### src/rtl/fkr_pkg.sv
package fkr_pkg;

   typedef enum logic [1:0] {
      ST_IDLE = 2'd0,
      ST_WAIT = 2'd1,
      ST_NULL = 2'd2
   } fkr_state_e;

   localparam int unsigned CMD_BIT  = 1;
   localparam int unsigned LOCK_LSB = 8;
   localparam int unsigned LOCK_W   = 8;
   localparam int unsigned IDX_LSB  = 16;

endpackage

### src/rtl/fkr_cmd.sv
module fkr_cmd
   import fkr_pkg::*;
#(
   parameter int unsigned DATA_W      = 32,
   parameter int unsigned IDX_W       = 9,
   parameter int unsigned KEY_WORDS   = 64,
   parameter int unsigned TIMEOUT_CYC = 64,
   parameter logic [7:0]  LOCK_KEY    = 8'hAC,
   localparam int unsigned KIDX_W     = $clog2(KEY_WORDS)
) (
   input  logic              clk,
   input  logic              rst_n,
   input  logic              ctrl_we,
   input  logic [DATA_W-1:0] wdata,
   output logic [DATA_W-1:0] ctrl_rd,
   output logic [DATA_W-1:0] result,
   output logic              busy,
   output logic              fuse_req,
   output logic [KIDX_W-1:0] fuse_idx,
   input  logic              fuse_valid,
   input  logic [DATA_W-1:0] fuse_data,
   output logic              mir_we,
   output logic [KIDX_W-1:0] mir_idx,
   output logic [DATA_W-1:0] mir_data
);

   localparam int unsigned TMO_W = $clog2(TIMEOUT_CYC);
   localparam logic [TMO_W-1:0] TMO_LAST = TMO_W'(TIMEOUT_CYC - 1);
   localparam logic [IDX_W:0] IDX_LIMIT = (IDX_W + 1)'(KEY_WORDS);

   fkr_state_e        state_q;
   logic [DATA_W-1:0] ctrl_q;
   logic [TMO_W-1:0]  tmo_q;

   logic [IDX_W-1:0]  w_idx;
   logic [LOCK_W-1:0] w_lock;
   logic              w_go;
   logic              idle;
   logic              accept;
   logic              plain;
   logic              in_range;

   assign w_idx    = wdata[IDX_LSB +: IDX_W];
   assign w_lock   = wdata[LOCK_LSB +: LOCK_W];
   assign w_go     = wdata[CMD_BIT];
   assign idle     = (state_q == ST_IDLE);
   assign accept   = ctrl_we && idle && w_go && (w_lock == LOCK_KEY);
   assign plain    = ctrl_we && idle && !w_go;
   assign in_range = ({1'b0, w_idx} < IDX_LIMIT);

   always_ff @(posedge clk or negedge rst_n) begin
      if (!rst_n) begin
         state_q  <= ST_IDLE;
         ctrl_q   <= '0;
         tmo_q    <= '0;
         result   <= '0;
         fuse_req <= 1'b0;
         fuse_idx <= '0;
      end else begin
         fuse_req <= 1'b0;
         unique case (state_q)
            ST_IDLE: begin
               if (accept) begin
                  ctrl_q <= wdata;
                  tmo_q  <= '0;
                  if (in_range) begin
                     state_q  <= ST_WAIT;
                     fuse_req <= 1'b1;
                     fuse_idx <= w_idx[KIDX_W-1:0];
                  end else begin
                     state_q <= ST_NULL;
                  end
               end else if (plain) begin
                  ctrl_q <= wdata;
               end
            end
            ST_WAIT: begin
               if (fuse_valid) begin
                  result  <= fuse_data;
                  state_q <= ST_IDLE;
               end else if (tmo_q == TMO_LAST) begin
                  result  <= '0;
                  state_q <= ST_IDLE;
               end else begin
                  tmo_q <= tmo_q + 1'b1;
               end
            end
            ST_NULL: begin
               result  <= '0;
               state_q <= ST_IDLE;
            end
            default: state_q <= ST_IDLE;
         endcase
      end
   end

   assign busy     = !idle;
   assign mir_we   = (state_q == ST_WAIT) && fuse_valid;
   assign mir_idx  = fuse_idx;
   assign mir_data = fuse_data;

   always_comb begin
      ctrl_rd          = ctrl_q;
      ctrl_rd[CMD_BIT] = busy;
   end

   // the fetch request is a single-cycle pulse issued only for a live command
   p_req_pulse_r2: assert property (@(posedge clk) disable iff (!rst_n)
      fuse_req |=> !fuse_req);
   p_req_busy_r2: assert property (@(posedge clk) disable iff (!rst_n)
      fuse_req |-> busy);

   // wrong unlock byte leaves the block idle and the result untouched
   p_bad_lock_r4: assert property (@(posedge clk) disable iff (!rst_n)
      (ctrl_we && idle && w_go && (w_lock != LOCK_KEY))
      |=> (!busy && !fuse_req && $stable(result) && $stable(ctrl_rd)));

   // a write while busy does not disturb the latched command word
   p_busy_write_r5: assert property (@(posedge clk) disable iff (!rst_n)
      (ctrl_we && busy) |=> $stable(ctrl_q));

   // out-of-range command completes next cycle with zero data
   p_null_zero_r6: assert property (@(posedge clk) disable iff (!rst_n)
      (state_q == ST_NULL) |=> (!busy && result == '0 && !fuse_req));

endmodule

### src/rtl/fkr_mirror.sv
module fkr_mirror #(
   parameter int unsigned DATA_W         = 32,
   parameter int unsigned KEY_WORDS      = 64,
   parameter bit          SCRUB_ON_RESET = 1'b1,
   localparam int unsigned KIDX_W        = $clog2(KEY_WORDS)
) (
   input  logic              clk,
   input  logic              rst_n,
   input  logic              wr_en,
   input  logic [KIDX_W-1:0] wr_idx,
   input  logic [DATA_W-1:0] wr_data,
   input  logic [KIDX_W-1:0] rd_idx,
   output logic [DATA_W-1:0] rd_data
);

   logic [DATA_W-1:0]    mem_q [KEY_WORDS];
   logic [KEY_WORDS-1:0] vld_q;

   always_ff @(posedge clk or negedge rst_n) begin
      if (!rst_n) begin
         vld_q <= '0;
      end else if (wr_en) begin
         vld_q[wr_idx] <= 1'b1;
      end
   end

   generate
      if (SCRUB_ON_RESET) begin : g_scrub
         always_ff @(posedge clk or negedge rst_n) begin
            if (!rst_n) begin
               for (int i = 0; i < KEY_WORDS; i++) mem_q[i] <= '0;
            end else if (wr_en) begin
               mem_q[wr_idx] <= wr_data;
            end
         end
      end else begin : g_noscrub
         always_ff @(posedge clk) begin
            if (wr_en) mem_q[wr_idx] <= wr_data;
         end
      end
   endgenerate

   assign rd_data = vld_q[rd_idx] ? mem_q[rd_idx] : '0;

   // a completed fetch fills exactly the addressed mirror word
   p_fill_r8: assert property (@(posedge clk) disable iff (!rst_n)
      wr_en |=> (vld_q[$past(wr_idx)] && mem_q[$past(wr_idx)] == $past(wr_data)));

endmodule

### src/rtl/fkr_bus_dec.sv
module fkr_bus_dec #(
   parameter int unsigned ADDR_W    = 10,
   parameter int unsigned DATA_W    = 32,
   parameter int unsigned KEY_WORDS = 64,
   parameter logic [ADDR_W-1:0] CTRL_OFF = 10'h040,
   parameter logic [ADDR_W-1:0] RSLT_OFF = 10'h060,
   parameter logic [ADDR_W-1:0] MIR_OFF  = 10'h200,
   localparam int unsigned KIDX_W = $clog2(KEY_WORDS)
) (
   input  logic [ADDR_W-1:0] addr,
   input  logic [DATA_W-1:0] ctrl_rd,
   input  logic [DATA_W-1:0] result,
   input  logic [DATA_W-1:0] mir_rdata,
   output logic              ctrl_sel,
   output logic [KIDX_W-1:0] mir_idx,
   output logic [DATA_W-1:0] rdata
);

   localparam logic [ADDR_W:0] MIR_END = (ADDR_W + 1)'(MIR_OFF) + (ADDR_W + 1)'(4 * KEY_WORDS);

   logic              rslt_sel;
   logic              mir_sel;
   logic [ADDR_W-1:0] mir_rel;

   assign ctrl_sel = (addr == CTRL_OFF);
   assign rslt_sel = (addr == RSLT_OFF);
   assign mir_rel  = addr - MIR_OFF;
   assign mir_sel  = (addr >= MIR_OFF) && ({1'b0, addr} < MIR_END) && (addr[1:0] == 2'b00);
   assign mir_idx  = mir_rel[KIDX_W+1:2];

   always_comb begin
      rdata = '0;
      if (ctrl_sel)      rdata = ctrl_rd;
      else if (rslt_sel) rdata = result;
      else if (mir_sel)  rdata = mir_rdata;
   end

endmodule

### src/rtl/fuse_key_rdctl.sv
module fuse_key_rdctl
   import fkr_pkg::*;
#(
   parameter int unsigned ADDR_W         = 10,
   parameter int unsigned DATA_W         = 32,
   parameter int unsigned IDX_W          = 9,
   parameter int unsigned KEY_WORDS      = 64,
   parameter int unsigned TIMEOUT_CYC    = 64,
   parameter logic [7:0]  LOCK_KEY       = 8'hAC,
   parameter logic [ADDR_W-1:0] CTRL_OFF = 10'h040,
   parameter logic [ADDR_W-1:0] RSLT_OFF = 10'h060,
   parameter logic [ADDR_W-1:0] MIR_OFF  = 10'h200,
   parameter bit          SCRUB_ON_RESET = 1'b1,
   localparam int unsigned KIDX_W        = $clog2(KEY_WORDS)
) (
   input  logic              clk,
   input  logic              rst_n,
   input  logic [ADDR_W-1:0] bus_addr,
   input  logic              bus_we,
   input  logic [DATA_W-1:0] bus_wdata,
   output logic [DATA_W-1:0] bus_rdata,
   output logic              fuse_req,
   output logic [KIDX_W-1:0] fuse_idx,
   input  logic              fuse_valid,
   input  logic [DATA_W-1:0] fuse_data
);

   generate
      if (DATA_W != 32) begin : g_bad_width
         $error("fuse_key_rdctl: DATA_W must be 32");
      end
      if ((1 << KIDX_W) != KEY_WORDS) begin : g_bad_depth
         $error("fuse_key_rdctl: KEY_WORDS must be a power of two");
      end
      if (KEY_WORDS >= (1 << IDX_W)) begin : g_bad_idx
         $error("fuse_key_rdctl: index field too narrow for KEY_WORDS");
      end
      if (IDX_LSB + IDX_W > DATA_W) begin : g_bad_field
         $error("fuse_key_rdctl: index field exceeds control word");
      end
      if (int'(MIR_OFF) + 4 * KEY_WORDS > (1 << ADDR_W)) begin : g_bad_map
         $error("fuse_key_rdctl: mirror window exceeds address space");
      end
      if (TIMEOUT_CYC < 2) begin : g_bad_tmo
         $error("fuse_key_rdctl: TIMEOUT_CYC must be at least 2");
      end
   endgenerate

   logic              ctrl_sel;
   logic [DATA_W-1:0] ctrl_rd;
   logic [DATA_W-1:0] result;
   logic              busy;
   logic              mir_we;
   logic [KIDX_W-1:0] mir_widx;
   logic [DATA_W-1:0] mir_wdata;
   logic [KIDX_W-1:0] mir_ridx;
   logic [DATA_W-1:0] mir_rdata;

   fkr_cmd #(
      .DATA_W      (DATA_W),
      .IDX_W       (IDX_W),
      .KEY_WORDS   (KEY_WORDS),
      .TIMEOUT_CYC (TIMEOUT_CYC),
      .LOCK_KEY    (LOCK_KEY)
   ) u_cmd (
      .clk        (clk),
      .rst_n      (rst_n),
      .ctrl_we    (bus_we && ctrl_sel),
      .wdata      (bus_wdata),
      .ctrl_rd    (ctrl_rd),
      .result     (result),
      .busy       (busy),
      .fuse_req   (fuse_req),
      .fuse_idx   (fuse_idx),
      .fuse_valid (fuse_valid),
      .fuse_data  (fuse_data),
      .mir_we     (mir_we),
      .mir_idx    (mir_widx),
      .mir_data   (mir_wdata)
   );

   fkr_mirror #(
      .DATA_W         (DATA_W),
      .KEY_WORDS      (KEY_WORDS),
      .SCRUB_ON_RESET (SCRUB_ON_RESET)
   ) u_mirror (
      .clk     (clk),
      .rst_n   (rst_n),
      .wr_en   (mir_we),
      .wr_idx  (mir_widx),
      .wr_data (mir_wdata),
      .rd_idx  (mir_ridx),
      .rd_data (mir_rdata)
   );

   fkr_bus_dec #(
      .ADDR_W    (ADDR_W),
      .DATA_W    (DATA_W),
      .KEY_WORDS (KEY_WORDS),
      .CTRL_OFF  (CTRL_OFF),
      .RSLT_OFF  (RSLT_OFF),
      .MIR_OFF   (MIR_OFF)
   ) u_dec (
      .addr      (bus_addr),
      .ctrl_rd   (ctrl_rd),
      .result    (result),
      .mir_rdata (mir_rdata),
      .ctrl_sel  (ctrl_sel),
      .mir_idx   (mir_ridx),
      .rdata     (bus_rdata)
   );

   // independent age counter bounds the time a command can stay busy
   localparam int unsigned AGE_W = $clog2(TIMEOUT_CYC + 4) + 1;
   logic [AGE_W-1:0] busy_age_q;

   always_ff @(posedge clk or negedge rst_n) begin
      if (!rst_n)    busy_age_q <= '0;
      else if (busy) busy_age_q <= busy_age_q + 1'b1;
      else           busy_age_q <= '0;
   end

   p_busy_bounded_r7: assert property (@(posedge clk) disable iff (!rst_n)
      busy |-> (busy_age_q <= AGE_W'(TIMEOUT_CYC)));

   // a fuse answer during a command ends it on the next cycle
   p_done_r3: assert property (@(posedge clk) disable iff (!rst_n)
      (busy && fuse_valid) |=> (!busy && result == $past(fuse_data)));

endmodule

### config.mk
export PLATFORM = sky130hd
export DESIGN_NAME = fuse_key_rdctl
export DESIGN_NICKNAME = d
export VERILOG_FILES = /design/src/rtl/fkr_pkg.sv /design/src/rtl/fkr_cmd.sv /design/src/rtl/fkr_mirror.sv /design/src/rtl/fkr_bus_dec.sv /design/src/rtl/fuse_key_rdctl.sv
export SDC_FILE = /design/constraint.sdc
export NUM_CORES = 2
export LEC_CHECK = 0
export BUFFER_PORTS_ARGS = -buffer_cell sky130_fd_sc_hd__buf_2
export CORE_UTILIZATION = 40
export DETAILED_ROUTE_END_ITERATION = 8
export PLACE_DENSITY = 0.59
export SLEW_MARGIN = 20
export SYNTH_ARGS = -nofsm -noshare
export SYNTH_HDL_FRONTEND = slang
export SYNTH_SLANG_ARGS = --single-unit
### constraint.sdc
create_clock -name clk -period 6.3 [get_ports clk]
set_clock_uncertainty 0.15 [all_clocks]
set_input_delay 0.315 -clock clk [delete_from_list [all_inputs] [get_ports clk]]
set_output_delay 0.315 -clock clk [all_outputs]
set_load 0.05 [all_outputs]
==> summary.txt <==
Clock network
  – Maximum root-to-sink buffer count: 3
  – # Post-CTS Setup Buffers: 0
  – H-tree levels: 4
  – Clock sink count: 2,190
  – CTS clk-pin slew, worst paths: 0.06 ns
  – Num CTS Buffers: 230
  – Worst-Skew Late Latency: 0.88 ns
  – Root Buffer: clkbuf_16
  – CTS tree: built

Critical path
  – FF-to-FF Start: u_cmd.state_q[1]$_DFFE_PN0P_
  – Req. time, crit path: 5.83 ns
  – CP startpoint: u_mirror.vld_q[30]$_DFFE_PN0P_
  – Crit Path Max Fanout: 13
  – CP Capture Type: output pin
  – Crit Path Category: flop to output pin
  – Startpoint Class: flop
  – CP arrival: 4.65 ns

Synthesis
  – Synth top area share: 0.555
  – Post-Syn Area: 98,700 µm²
  – Synthesized instance count: 6,527
  – Syn nets: 6,609
  – Async SR Flop Fraction: 1.00
  – Post-synth EDFFs: 0
  – Top cell type by total area after synthesis: dfrtp_1
  – Top cells by area, synth: dfrtp_1 55%, mux2_2 24%, mux4_2 11%
  – Yosys warning count: 0
  – Sequential share of the synthesized area: 0.555
  – Number of distinct library cells after synthesis: 53
  – FF+latch count, synth: 2,190
  – Top FF cell, synth: dfrtp_1
  – Synth Area per Inst: 15.1 µm²

Cells and area
  – Fill cell count: 21,400
  – Post-route cell area: 112,000 µm²
  – Layout area overhead: 13.6%
  – Share of cells above drive strength 1: 0.508
  – Layout net count: 6,601

Detailed routing
  – Via count: 58,400
  – WL final: 296 mm
  – Iteration count of the initial detailed-routing pass: 5
  – 1st-iter DRT viols: 4,656
  – Post-route ant nets: 0
  – Wire per inst: 29.8 µm
  – Vias per inst: 5.87
  – DRC: 0

STA
  – RSZ-0062 raised after global routing: no
  – Worst-Margin Slew: 1.23 ns
  – Final min period: 5.12 ns
  – Finish-stage setup viols: 0
  – Max transition margin: 0.172
  – Count of pins over their slew limit: 0
  – Final hold vios: 0
  – Period utilization: 0.813
  – FMAX: 195 MHz
  – Total negative setup slack: 0 ns

Placed design
  – Hpwl dp: 176 mm
  – Placed Area: 103,000 µm²
  – Input/output buffers: 116
  – Placer Congestion: 0.797

Job
  – Max Cap Viol: 0

Power
  – Static Leak: 54.3 nW
  – Power per standard cell area: 265 nW/µm²
  – Maximum vdd drop: 0.000301 V

GRT
  – First-pass GRT wire length: 438 mm
  – Largest net degree at the start of global routing: 199
  – Number of global-route vias before repair: 61,300
  – Initial antenna violation count: 14
  – Grt total ovfl: 0
  – Total track usage: 0.239

Floorplanning
  – Die X: 499 µm
  – Ports: 117
  – Starting Density: 0.402
  – Core area: 246,000 µm²
  – FP Rows: 182
  – Die Area: 249,000 µm²
  – Die Ht: 499 µm

Hold path
  – Min-delay src: fuse_data[23]
  – Hold Path Class: input port to flop

Status
  – Outcome: finished clean
==> worst max-delay path, cell delays in order, from the launching register on <==
cell	delay [ns]
dfrtp_1	0.40
mux4_2	0.47
a22oi_1	0.22
nand2_1	0.14
a2111oi_2	1.07
nor2_4	0.40
buf_4	0.33
a22oi_1	0.34
a21oi_1	0.13
buf_2	0.26
==> cell families after synthesis <==
family / synth area share
AND/OR/NAND/NOR: 0.0240
flip-flops: 0.555
buffers and inverters: 0.0276
adder cells (fa/ha/maj): 0.000507
multiplexers: 0.364
AO/OA/AOI/OAI: 0.0292
==> where the power goes <==
group	switching, mW	internal [mW]	total (mW)
registers	0.00123	14.1	14.1
clock network	5.91	8.36	14.3
logic	1.06	0.336	1.40
total	6.97	22.8	29.7
==> metal layers <==
layer	up-vias	part of all wire	global-route usage
met5	-	0.00018	0
met4	8	0.027	0.0649
met3	431	0.052	0.0372
met2	1447	0.47	0.378
met1	32400	0.45	0.342
li1	24100	-	-
==> cells in the final DEF, fill, tap and decap left out, types with 7 or more instances in the layout <==
cell type         n
o221ai_1         10
a22oi_1          35
o211ai_1          8
nand2_1         128
bufinv_16        22
nand3_1           9
a21oi_1          65
dlygate4sd3_1    75
nor2b_1           8
dfrtp_1        2190
mux4_2          462
o22ai_1         124
clkinv_2         44
nand2b_1         34
nor4_1            9
clkbuf_1         53
nand2_4           7
o22a_1           17
clkbuf_16       233
buf_2            98
nor2_4           50
nor2_1           64
a22o_1           19
buf_4           197
nand2_2           8
clkbuf_8         56
buf_12           35
or3b_2            8
nor3_1           61
a32o_1            9
o21ai_0          76
nand3b_1         10
or2_2            56
a211oi_1         50
mux2_2         2089
mux2i_1         198
==> worst paths after layout <==
path	endpoint	slack, ns	depth (start not counted)
max	bus_rdata[23]	1.18	9
min	u_cmd.result[23]$_DFFE_PN0P_	0.06	4
max reg2reg	u_mirror.mem_q[1098]$_DFFE_PN0P_	1.76	8
min reg2reg	u_mirror.vld_q[56]$_DFFE_PN0P_	0.31	1
max in group asynchronous	u_mirror.mem_q[257]$_DFFE_PN0P_	4.54	5
min in group asynchronous	u_mirror.mem_q[1441]$_DFFE_PN0P_	0.12	3
==> registers in the layout (all words and copies together) (netlist names) <==
register / count
u_mirror.mem_q: 2048
u_mirror.vld_q: 64
u_cmd.result: 32
u_cmd.ctrl_q: 31
u_cmd.fuse_idx: 6
u_cmd.tmo_q: 6
u_cmd.state_q: 2
u_cmd.fuse_req: 1
==> cells in the mapped netlist (9+ instances only) <==
| cell | count |
|---|---|
| o22ai_1 | 124 |
| a22o_1 | 19 |
| mux2i_1 | 198 |
| a211oi_1 | 50 |
| nand2b_1 | 34 |
| clkbuf_1 | 484 |
| nor4_1 | 10 |
| mux4_2 | 462 |
| nand3_1 | 9 |
| a32o_1 | 9 |
| nand2_1 | 143 |
| nor2b_1 | 11 |
| a21oi_1 | 65 |
| o22a_1 | 17 |
| a22oi_1 | 35 |
| buf_4 | 24 |
| buf_1 | 31 |
| nand3b_1 | 10 |
| o21ai_0 | 78 |
| or2_2 | 56 |
| nor2_1 | 116 |
| o221ai_1 | 10 |
| buf_2 | 111 |
| dfrtp_1 | 2190 |
| nor3_1 | 63 |
| mux2_2 | 2089 |
==> metrics by stage <==
stage	hold slack (ns)	util	power (mW)	cells	setup slack, ns
after detailed placement	0.249	0.420	15.7	9428	1.29
after floorplan	-0.131	-	14.9	6527	2.73
after global placement	0.245	0.420	15.7	9424	1.27
after global routing	0.0434	0.456	30.7	9938	1.12
after CTS	0.00163	0.456	30.0	9930	1.28
final	0.0558	0.456	29.7	9941	1.18
==> what timing repair did <==
action	4_1_cts	5_1_grt
hold buffers	72	4
hold endpoints to repair	369	22
resized for setup	0	0
==> cell type report <==
class                           count  area [µm²]  area share
Clock inverter                     88        1180      0.0105
Clock buffer                      342        6800      0.0606
Sequential cell                  2190       54800       0.489
Antenna cell                        4        10.0   0.0000892
Multi-Input combinational cell   3678       41700       0.372
Inverter                            6        22.5    0.000201
Tap cell                         3220        4030      0.0359
Timing Repair Buffer              413        3600      0.0321
Note: power is estimated with default switching activity, not from simulation.
